<file path="src/rtl/tmr_pkg.sv">
package tmr_pkg;
  localparam int CNT_W   = 16;
  localparam int PS_W    = 3;
  localparam int DIV_W   = (1 << PS_W) - 2;

  typedef enum logic [2:0] {
    A_CTRL   = 3'd0,
    A_CNT_HI = 3'd1,
    A_CNT_LO = 3'd2,
    A_MOD_HI = 3'd3,
    A_MOD_LO = 3'd4
  } reg_addr_e;

  localparam int B_OVF  = 7;
  localparam int B_IE   = 6;
  localparam int B_STOP = 5;
  localparam int B_CLR  = 4;

  localparam logic [PS_W-1:0] PSEL_EXT = '1;
endpackage

</file>
<file path="src/rtl/tmr_ext_filter.sv">
module tmr_ext_filter #(
  parameter int SYNC_STAGES = 2
) (
  input  logic clk_i,
  input  logic rst_ni,
  input  logic ext_i,
  output logic rise_o
);
  localparam int SH_W = SYNC_STAGES + 2;

  logic [SH_W-1:0] sh_q;
  logic            lvl_q;
  logic            qual_hi, qual_lo;

  always_ff @(posedge clk_i or negedge rst_ni) begin
    if (!rst_ni) sh_q <= '0;
    else         sh_q <= {sh_q[SH_W-2:0], ext_i};
  end

  // level must hold for two consecutive synchronised samples
  assign qual_hi = sh_q[SH_W-1] & sh_q[SH_W-2];
  assign qual_lo = ~(sh_q[SH_W-1] | sh_q[SH_W-2]);

  always_ff @(posedge clk_i or negedge rst_ni) begin
    if (!rst_ni)      lvl_q <= 1'b0;
    else if (qual_hi) lvl_q <= 1'b1;
    else if (qual_lo) lvl_q <= 1'b0;
  end

  assign rise_o = qual_hi & ~lvl_q;
endmodule

</file>
<file path="src/rtl/tmr_prescaler.sv">
module tmr_prescaler
  import tmr_pkg::*;
(
  input  logic            clk_i,
  input  logic            rst_ni,
  input  logic            run_i,
  input  logic            clr_i,
  input  logic [PS_W-1:0] psel_i,
  input  logic            ext_rise_i,
  output logic            tick_o
);
  logic [DIV_W-1:0] div_q;
  logic [DIV_W:0]   mask_w;
  logic [DIV_W-1:0] mask;
  logic             mask_unused;
  logic             int_tick;

  always_ff @(posedge clk_i or negedge rst_ni) begin
    if (!rst_ni)     div_q <= '0;
    else if (clr_i)  div_q <= '0;
    else if (run_i)  div_q <= div_q + 1'b1;
  end

  assign mask_w      = ((DIV_W+1)'(1) << psel_i) - (DIV_W+1)'(1);
  assign mask        = mask_w[DIV_W-1:0];
  assign mask_unused = mask_w[DIV_W];
  assign int_tick    = (div_q & mask) == mask;

  assign tick_o = run_i & ~clr_i & ((psel_i == PSEL_EXT) ? ext_rise_i : int_tick);
endmodule

</file>
<file path="src/rtl/tmr_counter.sv">
module tmr_counter
  import tmr_pkg::*;
(
  input  logic             clk_i,
  input  logic             rst_ni,
  input  logic             tick_i,
  input  logic             clr_i,
  input  logic [CNT_W-1:0] mod_i,
  output logic [CNT_W-1:0] cnt_o,
  output logic             wrap_o
);
  logic [CNT_W-1:0] cnt_q;

  assign wrap_o = tick_i & ~clr_i & (cnt_q == mod_i);

  always_ff @(posedge clk_i or negedge rst_ni) begin
    if (!rst_ni)      cnt_q <= '0;
    else if (clr_i)   cnt_q <= '0;
    else if (wrap_o)  cnt_q <= '0;
    else if (tick_i)  cnt_q <= cnt_q + 1'b1;
  end

  assign cnt_o = cnt_q;
endmodule

</file>
<file path="src/rtl/tmr_timebase.sv">
module tmr_timebase
  import tmr_pkg::*;
#(
  parameter int SYNC_STAGES = 2
) (
  input  logic        clk_i,
  input  logic        rst_ni,
  input  logic        ext_clk_i,
  input  logic [2:0]  addr_i,
  input  logic [7:0]  wdata_i,
  input  logic        wr_i,
  input  logic        rd_i,
  output logic [7:0]  rdata_o,
  output logic [15:0] count_o,
  output logic        tick_o,
  output logic        ovf_irq_o
);
  logic            ie_q, stop_q, ovf_q, arm_q, mod_inh_q, hold_v_q;
  logic [PS_W-1:0] psel_q;
  logic [CNT_W-1:0] mod_q;
  logic [7:0]      lo_hold_q;
  logic            wr_ctrl, rd_ctrl, wr_mod_hi, wr_mod_lo, rd_cnt_hi, rd_cnt_lo;
  logic            run, soft_clr, ext_rise, wrap, ovf_set;
  logic            ctrl_unused;

  assign wr_ctrl   = wr_i && addr_i == A_CTRL;
  assign rd_ctrl   = rd_i && addr_i == A_CTRL;
  assign wr_mod_hi = wr_i && addr_i == A_MOD_HI;
  assign wr_mod_lo = wr_i && addr_i == A_MOD_LO;
  assign rd_cnt_hi = rd_i && addr_i == A_CNT_HI;
  assign rd_cnt_lo = rd_i && addr_i == A_CNT_LO;

  assign run         = ~stop_q;
  assign soft_clr    = wr_ctrl & wdata_i[B_CLR];
  assign ctrl_unused = wdata_i[3];

  tmr_ext_filter #(.SYNC_STAGES(SYNC_STAGES)) u_filt (
    .clk_i  (clk_i),
    .rst_ni (rst_ni),
    .ext_i  (ext_clk_i),
    .rise_o (ext_rise)
  );

  tmr_prescaler u_ps (
    .clk_i      (clk_i),
    .rst_ni     (rst_ni),
    .run_i      (run),
    .clr_i      (soft_clr),
    .psel_i     (psel_q),
    .ext_rise_i (ext_rise),
    .tick_o     (tick_o)
  );

  tmr_counter u_cnt (
    .clk_i  (clk_i),
    .rst_ni (rst_ni),
    .tick_i (tick_o),
    .clr_i  (soft_clr),
    .mod_i  (mod_q),
    .cnt_o  (count_o),
    .wrap_o (wrap)
  );

  assign ovf_set = wrap & ~mod_inh_q;

  always_ff @(posedge clk_i or negedge rst_ni) begin
    if (!rst_ni) begin
      ie_q   <= 1'b0;
      stop_q <= 1'b1;
      psel_q <= '0;
    end else if (wr_ctrl) begin
      ie_q   <= wdata_i[B_IE];
      stop_q <= wdata_i[B_STOP];
      psel_q <= wdata_i[PS_W-1:0];
    end
  end

  // two-step clear; any overflow in between disarms it
  always_ff @(posedge clk_i or negedge rst_ni) begin
    if (!rst_ni) begin
      ovf_q <= 1'b0;
      arm_q <= 1'b0;
    end else begin
      if (ovf_set)                                  ovf_q <= 1'b1;
      else if (wr_ctrl && !wdata_i[B_OVF] && arm_q) ovf_q <= 1'b0;

      if (ovf_set || wr_ctrl)   arm_q <= 1'b0;
      else if (rd_ctrl && ovf_q) arm_q <= 1'b1;
    end
  end

  always_ff @(posedge clk_i or negedge rst_ni) begin
    if (!rst_ni) begin
      mod_q     <= '1;
      mod_inh_q <= 1'b0;
    end else if (wr_mod_hi) begin
      mod_q[15:8] <= wdata_i;
      mod_inh_q   <= 1'b1;
    end else if (wr_mod_lo) begin
      mod_q[7:0]  <= wdata_i;
      mod_inh_q   <= 1'b0;
    end
  end

  always_ff @(posedge clk_i or negedge rst_ni) begin
    if (!rst_ni) begin
      lo_hold_q <= '0;
      hold_v_q  <= 1'b0;
    end else if (rd_cnt_hi) begin
      lo_hold_q <= count_o[7:0];
      hold_v_q  <= 1'b1;
    end else if (rd_cnt_lo) begin
      hold_v_q  <= 1'b0;
    end
  end

  always_comb begin
    rdata_o = '0;
    if (rd_i) begin
      unique case (addr_i)
        A_CTRL:   rdata_o = {ovf_q, ie_q, stop_q, 2'b00, psel_q};
        A_CNT_HI: rdata_o = count_o[15:8];
        A_CNT_LO: rdata_o = hold_v_q ? lo_hold_q : count_o[7:0];
        A_MOD_HI: rdata_o = mod_q[15:8];
        A_MOD_LO: rdata_o = mod_q[7:0];
        default:  rdata_o = '0;
      endcase
    end
  end

  assign ovf_irq_o = ovf_q & ie_q;
endmodule

</file>
<file path="config.mk">
export PLATFORM = sky130hd
export DESIGN_NAME = tmr_timebase
export DESIGN_NICKNAME = d
export VERILOG_FILES = /design/src/rtl/tmr_pkg.sv /design/src/rtl/tmr_ext_filter.sv /design/src/rtl/tmr_prescaler.sv /design/src/rtl/tmr_counter.sv /design/src/rtl/tmr_timebase.sv
export SDC_FILE = /design/constraint.sdc
export NUM_CORES = 1
export LEC_CHECK = 0
export ABC_AREA = 1
export BUFFER_PORTS_ARGS = -buffer_cell sky130_fd_sc_hd__buf_2
export CAP_MARGIN = 10
export CORE_MARGIN = 2
export CORE_UTILIZATION = 61
export CTS_BUF_LIST = sky130_fd_sc_hd__clkbuf_8
export CTS_CLUSTER_DIAMETER = 150
export DETAILED_ROUTE_END_ITERATION = 10
export PLACE_DENSITY = 0.94
export SLEW_MARGIN = 20
export SYNTH_ARGS = -nofsm -noshare
export SYNTH_HDL_FRONTEND = slang
export SYNTH_HIERARCHICAL = 1
export SYNTH_SLANG_ARGS = --single-unit
</file>
<file path="constraint.sdc">
create_clock -name clk_i -period 2 [get_ports clk_i]
set_input_delay 0 -clock clk_i [delete_from_list [all_inputs] [get_ports clk_i]]
set_output_delay 0 -clock clk_i [all_outputs]
set_load 0.01 [all_outputs]
</file>
* After elaboration in Yosys (flattened, before gate mapping)
Cells that the tools add are included.
Storage, ports and cells: output and inout port bits 26, bits of input ports 16, register bits after elaboration 60, logic and storage cells 80
Cells by class: bitwise operators 16, reductions and logical operators 18, multiplexer cells 19, equal/unequal tests 9, $add $sub $neg 3, shifts and indexed selects 1
Operators with widths (number):
- two-way mux 16 bit | 3
- one-hot mux 8 bit (5 select lines) | 1
- adder 16 x 1 -> 16 bit (second input constant) | 1
- == test 16 bit | 1
- two-way mux 8 bit | 2
- two-way mux 6 bit | 2
- two-way mux 1 bit | 11
- AND 1 bit | 9
- logical AND 1 bit | 9
- nonzero test 2 bit | 4
- adder 6 x 1 -> 6 bit (second input constant) | 1
- AND 6 bit | 1
- == test 3 x 2 -> 1 bit (second input constant) | 2
- == test 3 bit (second input constant) | 2
- == test 6 bit | 1
- << shifter 1 x 3 -> 6 bit (first input constant) | 1
- subtractor 6 x 2 -> 6 bit (second input constant) | 1
- NOT 1 bit | 5
- != test 2 x 1 -> 1 bit (second input constant) | 2
- == test 3 x 1 -> 1 bit (second input constant) | 1
- zero test 3 bit | 1
- nonzero test 3 bit | 1
- AND reduction 2 bit | 1
- zero test 1 bit | 1
- other kinds (2) | 2

* Logic depth before layout (Yosys ltp)
depth in word-level cells 11, mapped depth 15, depth with buffers taken out 13

* Modules after synthesis
The synthesis kept the hierarchy.
By module, submodules not included:
- tmr_timebase | times used 1, cells an instance 237, area an instance 1784.2 um2
- tmr_counter | times used 1, cells an instance 219, area an instance 1322.5 um2
- tmr_prescaler | times used 1, cells an instance 56, area an instance 380.4 um2
- tmr_ext_filter | times used 1, cells an instance 12, area an instance 160.2 um2

* Least setup slack after synthesis
Ideal clock, no wire load.
path type in2reg, start input addr_i[0], end register u_cnt.cnt_q[10], in the netlist u_cnt/cnt_o[10], cell stages on the path 14, setup time 0.066 ns, arrival 2.053 ns, path slack -0.119 ns, cells stage by stage buf_6 -> inv_4 -> nand2_2 -> nor2_2 -> nand2_1 -> buf_2 -> nor2_1 -> nor2_1 -> inv_1 -> a21oi_1 -> nor2_1 -> clkbuf_1 -> nand2_1 -> nand2_1
On the way: cells in the longest elaborated chain, start to end 10, elaborated cells on any way between the ends 11, those cells by class 2 x mux; 6 x bitwise; 3 x reduce/logical
Ends and longest elaborated chain:
- start, declared | RTL line tmr_timebase.sv:9 | input logic [2:0] addr_i,
- zero test 3 bit (*) | RTL line tmr_timebase.sv:26 | assign wr_ctrl = wr_i && addr_i == A_CTRL;
- logical AND 1 bit (*) | RTL line tmr_timebase.sv:26
- AND 1 bit (*) | RTL line tmr_timebase.sv:34 | assign soft_clr = wr_ctrl & wdata_i[B_CLR];
- via soft_clr | RTL line tmr_timebase.sv:23 | logic run, soft_clr, ext_rise, wrap, ovf_set;
- NOT 1 bit (*) | RTL line tmr_prescaler.sv:29 | assign tick_o = run_i & ~clr_i & ((psel_i == PSEL_EXT) ? ext_rise_i : int_tick);
- AND 1 bit (*) (2 in series) | RTL line tmr_prescaler.sv:29
- via tick_o | RTL line tmr_timebase.sv:15 | output logic tick_o,
- AND 1 bit (2 in series) | RTL line tmr_counter.sv:14 | assign wrap_o = tick_i & ~clr_i & (cnt_q == mod_i);
- two-way mux 16 bit | RTL line tmr_counter.sv:19 | else if (wrap_o) cnt_q <= '0;
- two-way mux 16 bit | RTL line tmr_counter.sv:18 | else if (clr_i) cnt_q <= '0;
- end signal, assigned | RTL line tmr_counter.sv:20 | else if (tick_i) cnt_q <= cnt_q + 1'b1;
- end, declared | RTL line tmr_counter.sv:12 | logic [CNT_W-1:0] cnt_q;
Mark *: on every way through the listed nets, which the timed path passes. The rest lies on a longest branch. A chain may end at the register's enable or synchronous reset.

* Worst setup path in the final report
start register u_filt.sh_q[2], end register u_cnt.cnt_q[6], in the netlist u_cnt/cnt_o[6]
On the way: cells in the longest elaborated chain, start to end 8, elaborated cells on any way between the ends 9, those cells by class 3 x mux; 5 x bitwise; 1 x reduce/logical
Ends and longest elaborated chain:
- start, declared | RTL line tmr_ext_filter.sv:11 | logic [SH_W-1:0] sh_q;
- start signal, assigned | RTL line tmr_ext_filter.sv:17 | else sh_q <= {sh_q[SH_W-2:0], ext_i};
- AND 1 bit (*) | RTL line tmr_ext_filter.sv:21 | assign qual_hi = sh_q[SH_W-1] & sh_q[SH_W-2];
- via u_filt.qual_hi | RTL line tmr_ext_filter.sv:13 | logic qual_hi, qual_lo;
- AND 1 bit (*) | RTL line tmr_ext_filter.sv:30 | assign rise_o = qual_hi & ~lvl_q;
- via ext_rise | RTL line tmr_timebase.sv:23
- two-way mux 1 bit (*) | RTL line tmr_prescaler.sv:29
- AND 1 bit (*) | RTL line tmr_prescaler.sv:29
- AND 1 bit (2 in series) | RTL line tmr_counter.sv:14
- two-way mux 16 bit | RTL line tmr_counter.sv:19
- two-way mux 16 bit | RTL line tmr_counter.sv:18
Marks and branches as above.

==> impl_metrics.env <==
export IMPL_ant_nets=0
export IMPL_fp_dieArea_um2=6610
export IMPL_route_detailed_drc=0
export IMPL_cp_start_kind="register"
export IMPL_die_w_um=81.3
export IMPL_cap_viol_max_count=0
export IMPL_cts_root_buf="clkbuf_8"
export IMPL_setup_tns_ps=0
export IMPL_fillCellCount=447
export IMPL_drive_gt1_share_pct=19.6
export IMPL_wl_per_cell_um=15.1
export IMPL_syn_cell_area_um2=3650
export IMPL_overflow=0
export IMPL_crit_type="register to register"
export IMPL_die_height_um=81.3
export IMPL_drt_wl_total_um=10100
export IMPL_hpwl_um=7250
export IMPL_synthToLayoutAreaGrowth_pct=17.2
export IMPL_dr_pass1_iters=8
export IMPL_grt_usage_pct=32.9
export IMPL_hold_worst_slack_ps=32.7
export IMPL_worst_setup_path_end_kind="register"
export IMPL_fin_skew_ps=10.7
export IMPL_pwr_share_clk_pct=23.1
export IMPL_worst_path_max_fanout=16
export IMPL_rows=28
export IMPL_cts_tree="done"
export IMPL_p_comb_share_pct=31.4
export IMPL_synth_seq_area_share_pct=41.7
export IMPL_finalSetupViolations=0
export IMPL_gp_congestion=0.951
export IMPL_drv_slew=0
export IMPL_switching_share_pct=39.9
export IMPL_insertion_delay_ps=350
export IMPL_synth_cells=524
export IMPL_ys_seq_elements=60
export IMPL_p_per_area_nw_per_um2=957
export IMPL_yosys_warnings=6
export IMPL_critPathRequiredTime_ps=2290
export IMPL_power_switching_mw=1.63
export IMPL_hold_path_class="input port to register"
export IMPL_nNetsFinal=607
export IMPL_slew_headroom_pct=55.5
export IMPL_critPathArrivalTime_ps=2160
export IMPL_max_freq_ghz=0.534
export IMPL_antenna_found_initial=0
export IMPL_power_frac_seq_pct=45.4
export IMPL_leakage_nw=2.28
export IMPL_vias=3753
export IMPL_rsz0062_at_grt="no"
export IMPL_status="finished, final reports clean"
export IMPL_port_buffers=41
export IMPL_cts_clk_slew_worst_paths_ps=70
export IMPL_p_int_mw=2.46
export IMPL_viasPerCell=5.62
export IMPL_syn_nets=543
export IMPL_diodes=0
export IMPL_grt_max_degree=33
export IMPL_post_route_period_util_pct=93.6
export IMPL_tightest_slew_ps=667
export IMPL_initial_utilization_pct=62.3
export IMPL_core_area_um2=5850
export IMPL_layout_commonest_cell="nand2_1"
export IMPL_grt_pass1_vias=3494
export IMPL_cts_sinks=60
export IMPL_min_period_ps=1870
export IMPL_drt_iter0_markers=371
export IMPL_grt_pass1_wl_um=16200
export IMPL_syn_avg_cell_area_um2=6.96
export IMPL_ios=42
export IMPL_cts_max_path_buffers=2
export IMPL_htree_levels=3
export IMPL_layout_common_cells="191 x nand2_1, 65 x inv_1, 48 x nor2_1"
export IMPL_synth_cell_types=29
export IMPL_numCtsBuffers=9
export IMPL_final_hold_violation_count=0
export IMPL_ir_drop_mv=0.691
[cell families (layout without fill, tap and decap cells)]
| group | Yosys count | count (layout) | synth area share (%) |
|---|---|---|---|
| and+or+nand+nor | 320 | 320 | 38.4 |
| DFF | 60 | 60 | 41.7 |
| AOI/OAI and AO/OA | 47 | 47 | 6.55 |
| adders and majority gates | 3 | 3 | 1.03 |
| xor gates and xnor gates | 11 | 11 | 2.64 |
| buffers and inverters | 83 | 152 | 9.61 |
[registers in the layout, indices dropped and copies added (netlist names)]
signal / flops
arm_q: 1
hold_v_q: 1
ie_q: 1
lo_hold_q: 8
mod_inh_q: 1
mod_q: 16
ovf_q: 1
psel_q: 3
stop_q: 1
u_cnt/cnt_o: 16
u_filt/lvl_q: 1
u_filt/sh_q: 4
u_ps/div_q: 6
[layer usage]
| metal | global-route usage, % | vias up | wire length (um) |
|---|---|---|---|
| met4 | 13.9 | 0 | 281 |
| met5 | 0 | - | 0 |
| met1 | 40.0 | 1728 | 4070 |
| li1 | - | 1760 | - |
| met2 | 53.4 | 227 | 4800 |
| met3 | 10.7 | 38 | 926 |
[worst paths after layout]
check | from | to | slack (ps) | cells past startpoint
max | u_filt/sh_q[2] | u_cnt/cnt_o[6] | 130 | 11
min | addr_i[0] | lo_hold_q[7] | 30 | 5
max reg2reg | u_filt/sh_q[2] | u_cnt/cnt_o[6] | 130 | 11
min reg2reg | u_filt/sh_q[1] | u_filt/sh_q[2] | 350 | 0
max in group asynchronous | rst_ni | mod_q[0] | 1110 | 3
min in group asynchronous | rst_ni | u_filt/sh_q[0] | 220 | 2
[timing repair]
item | CTS | global route
gates resized for setup | 1 | 3
buffers inserted | 0 | 3
pin swaps | 0 | 0
endpoints found under the hold margin | 38 | 0
endpoints found under the setup margin | 2 | 16
hold buffers | 11 | 0
[Yosys cell counts, drive strengths merged]
master  instances  area share (%)
clkbuf          3            0.31
inv            69             7.2
nand2         195              20
buf            10             2.0
o21ai          41             5.6
nand4          11             2.1
clkinv          1            0.10
nor2           58             6.8
a21oi           5            0.69
a22o            1            0.24
nor3            9             1.9
dfrtp          43              30
nand3          47             7.3
dfstp          17              12
xor2           10             2.4
xnor2           1            0.24
ha              3             1.0
[critical path, stage by stage (launching register included)]
cell and delay, ps:
dfrtp_1 370, ha_1 200, inv_1 50, nor2_1 130
nand3_1 110, a21oi_2 190, buf_4 140, inv_1 70
nor2_2 120, buf_6 210, nand3_1 120, nand2_1 80
[power by group through the flow]
stage | clock, mW | combinational [mW] | sequential [mW]
final | 0.947 | 1.29 | 1.86
after global routing | 1.01 | 1.44 | 1.89
after CTS | 0.945 | 1.19 | 1.85
after detailed placement | 0 | 1.16 | 1.87
after global placement | 0 | 1.09 | 1.84
after floorplan | 0 | 0.823 | 1.78
[per-stage QoR]
stage	utilization, %	area [um^2]	instances	setup WS [ps]	total power, mW
after floorplan	-	3650	524	16.9	2.60
after global placement	67.7	3960	638	125	2.93
after detailed placement	67.7	3960	638	12.2	3.03
after CTS	72.5	4240	665	118	3.98
after global routing	73.1	4280	668	4.87	4.34
final	73.1	4280	668	129	4.09
[cell type report]
cell class / count / area (um^2) / area share, %
clock buffers: 9 / 124 / 2.90
flip-flops and latches: 60 / 1520 / 35.6
well taps: 75 / 93.8 / 2.19
repair buffers: 66 / 437 / 10.2
inverters: 70 / 265 / 6.20
clock inverters: 7 / 45.0 / 1.05
multi-input cells: 381 / 1790 / 41.8
(Power assumes the default switching activity.)
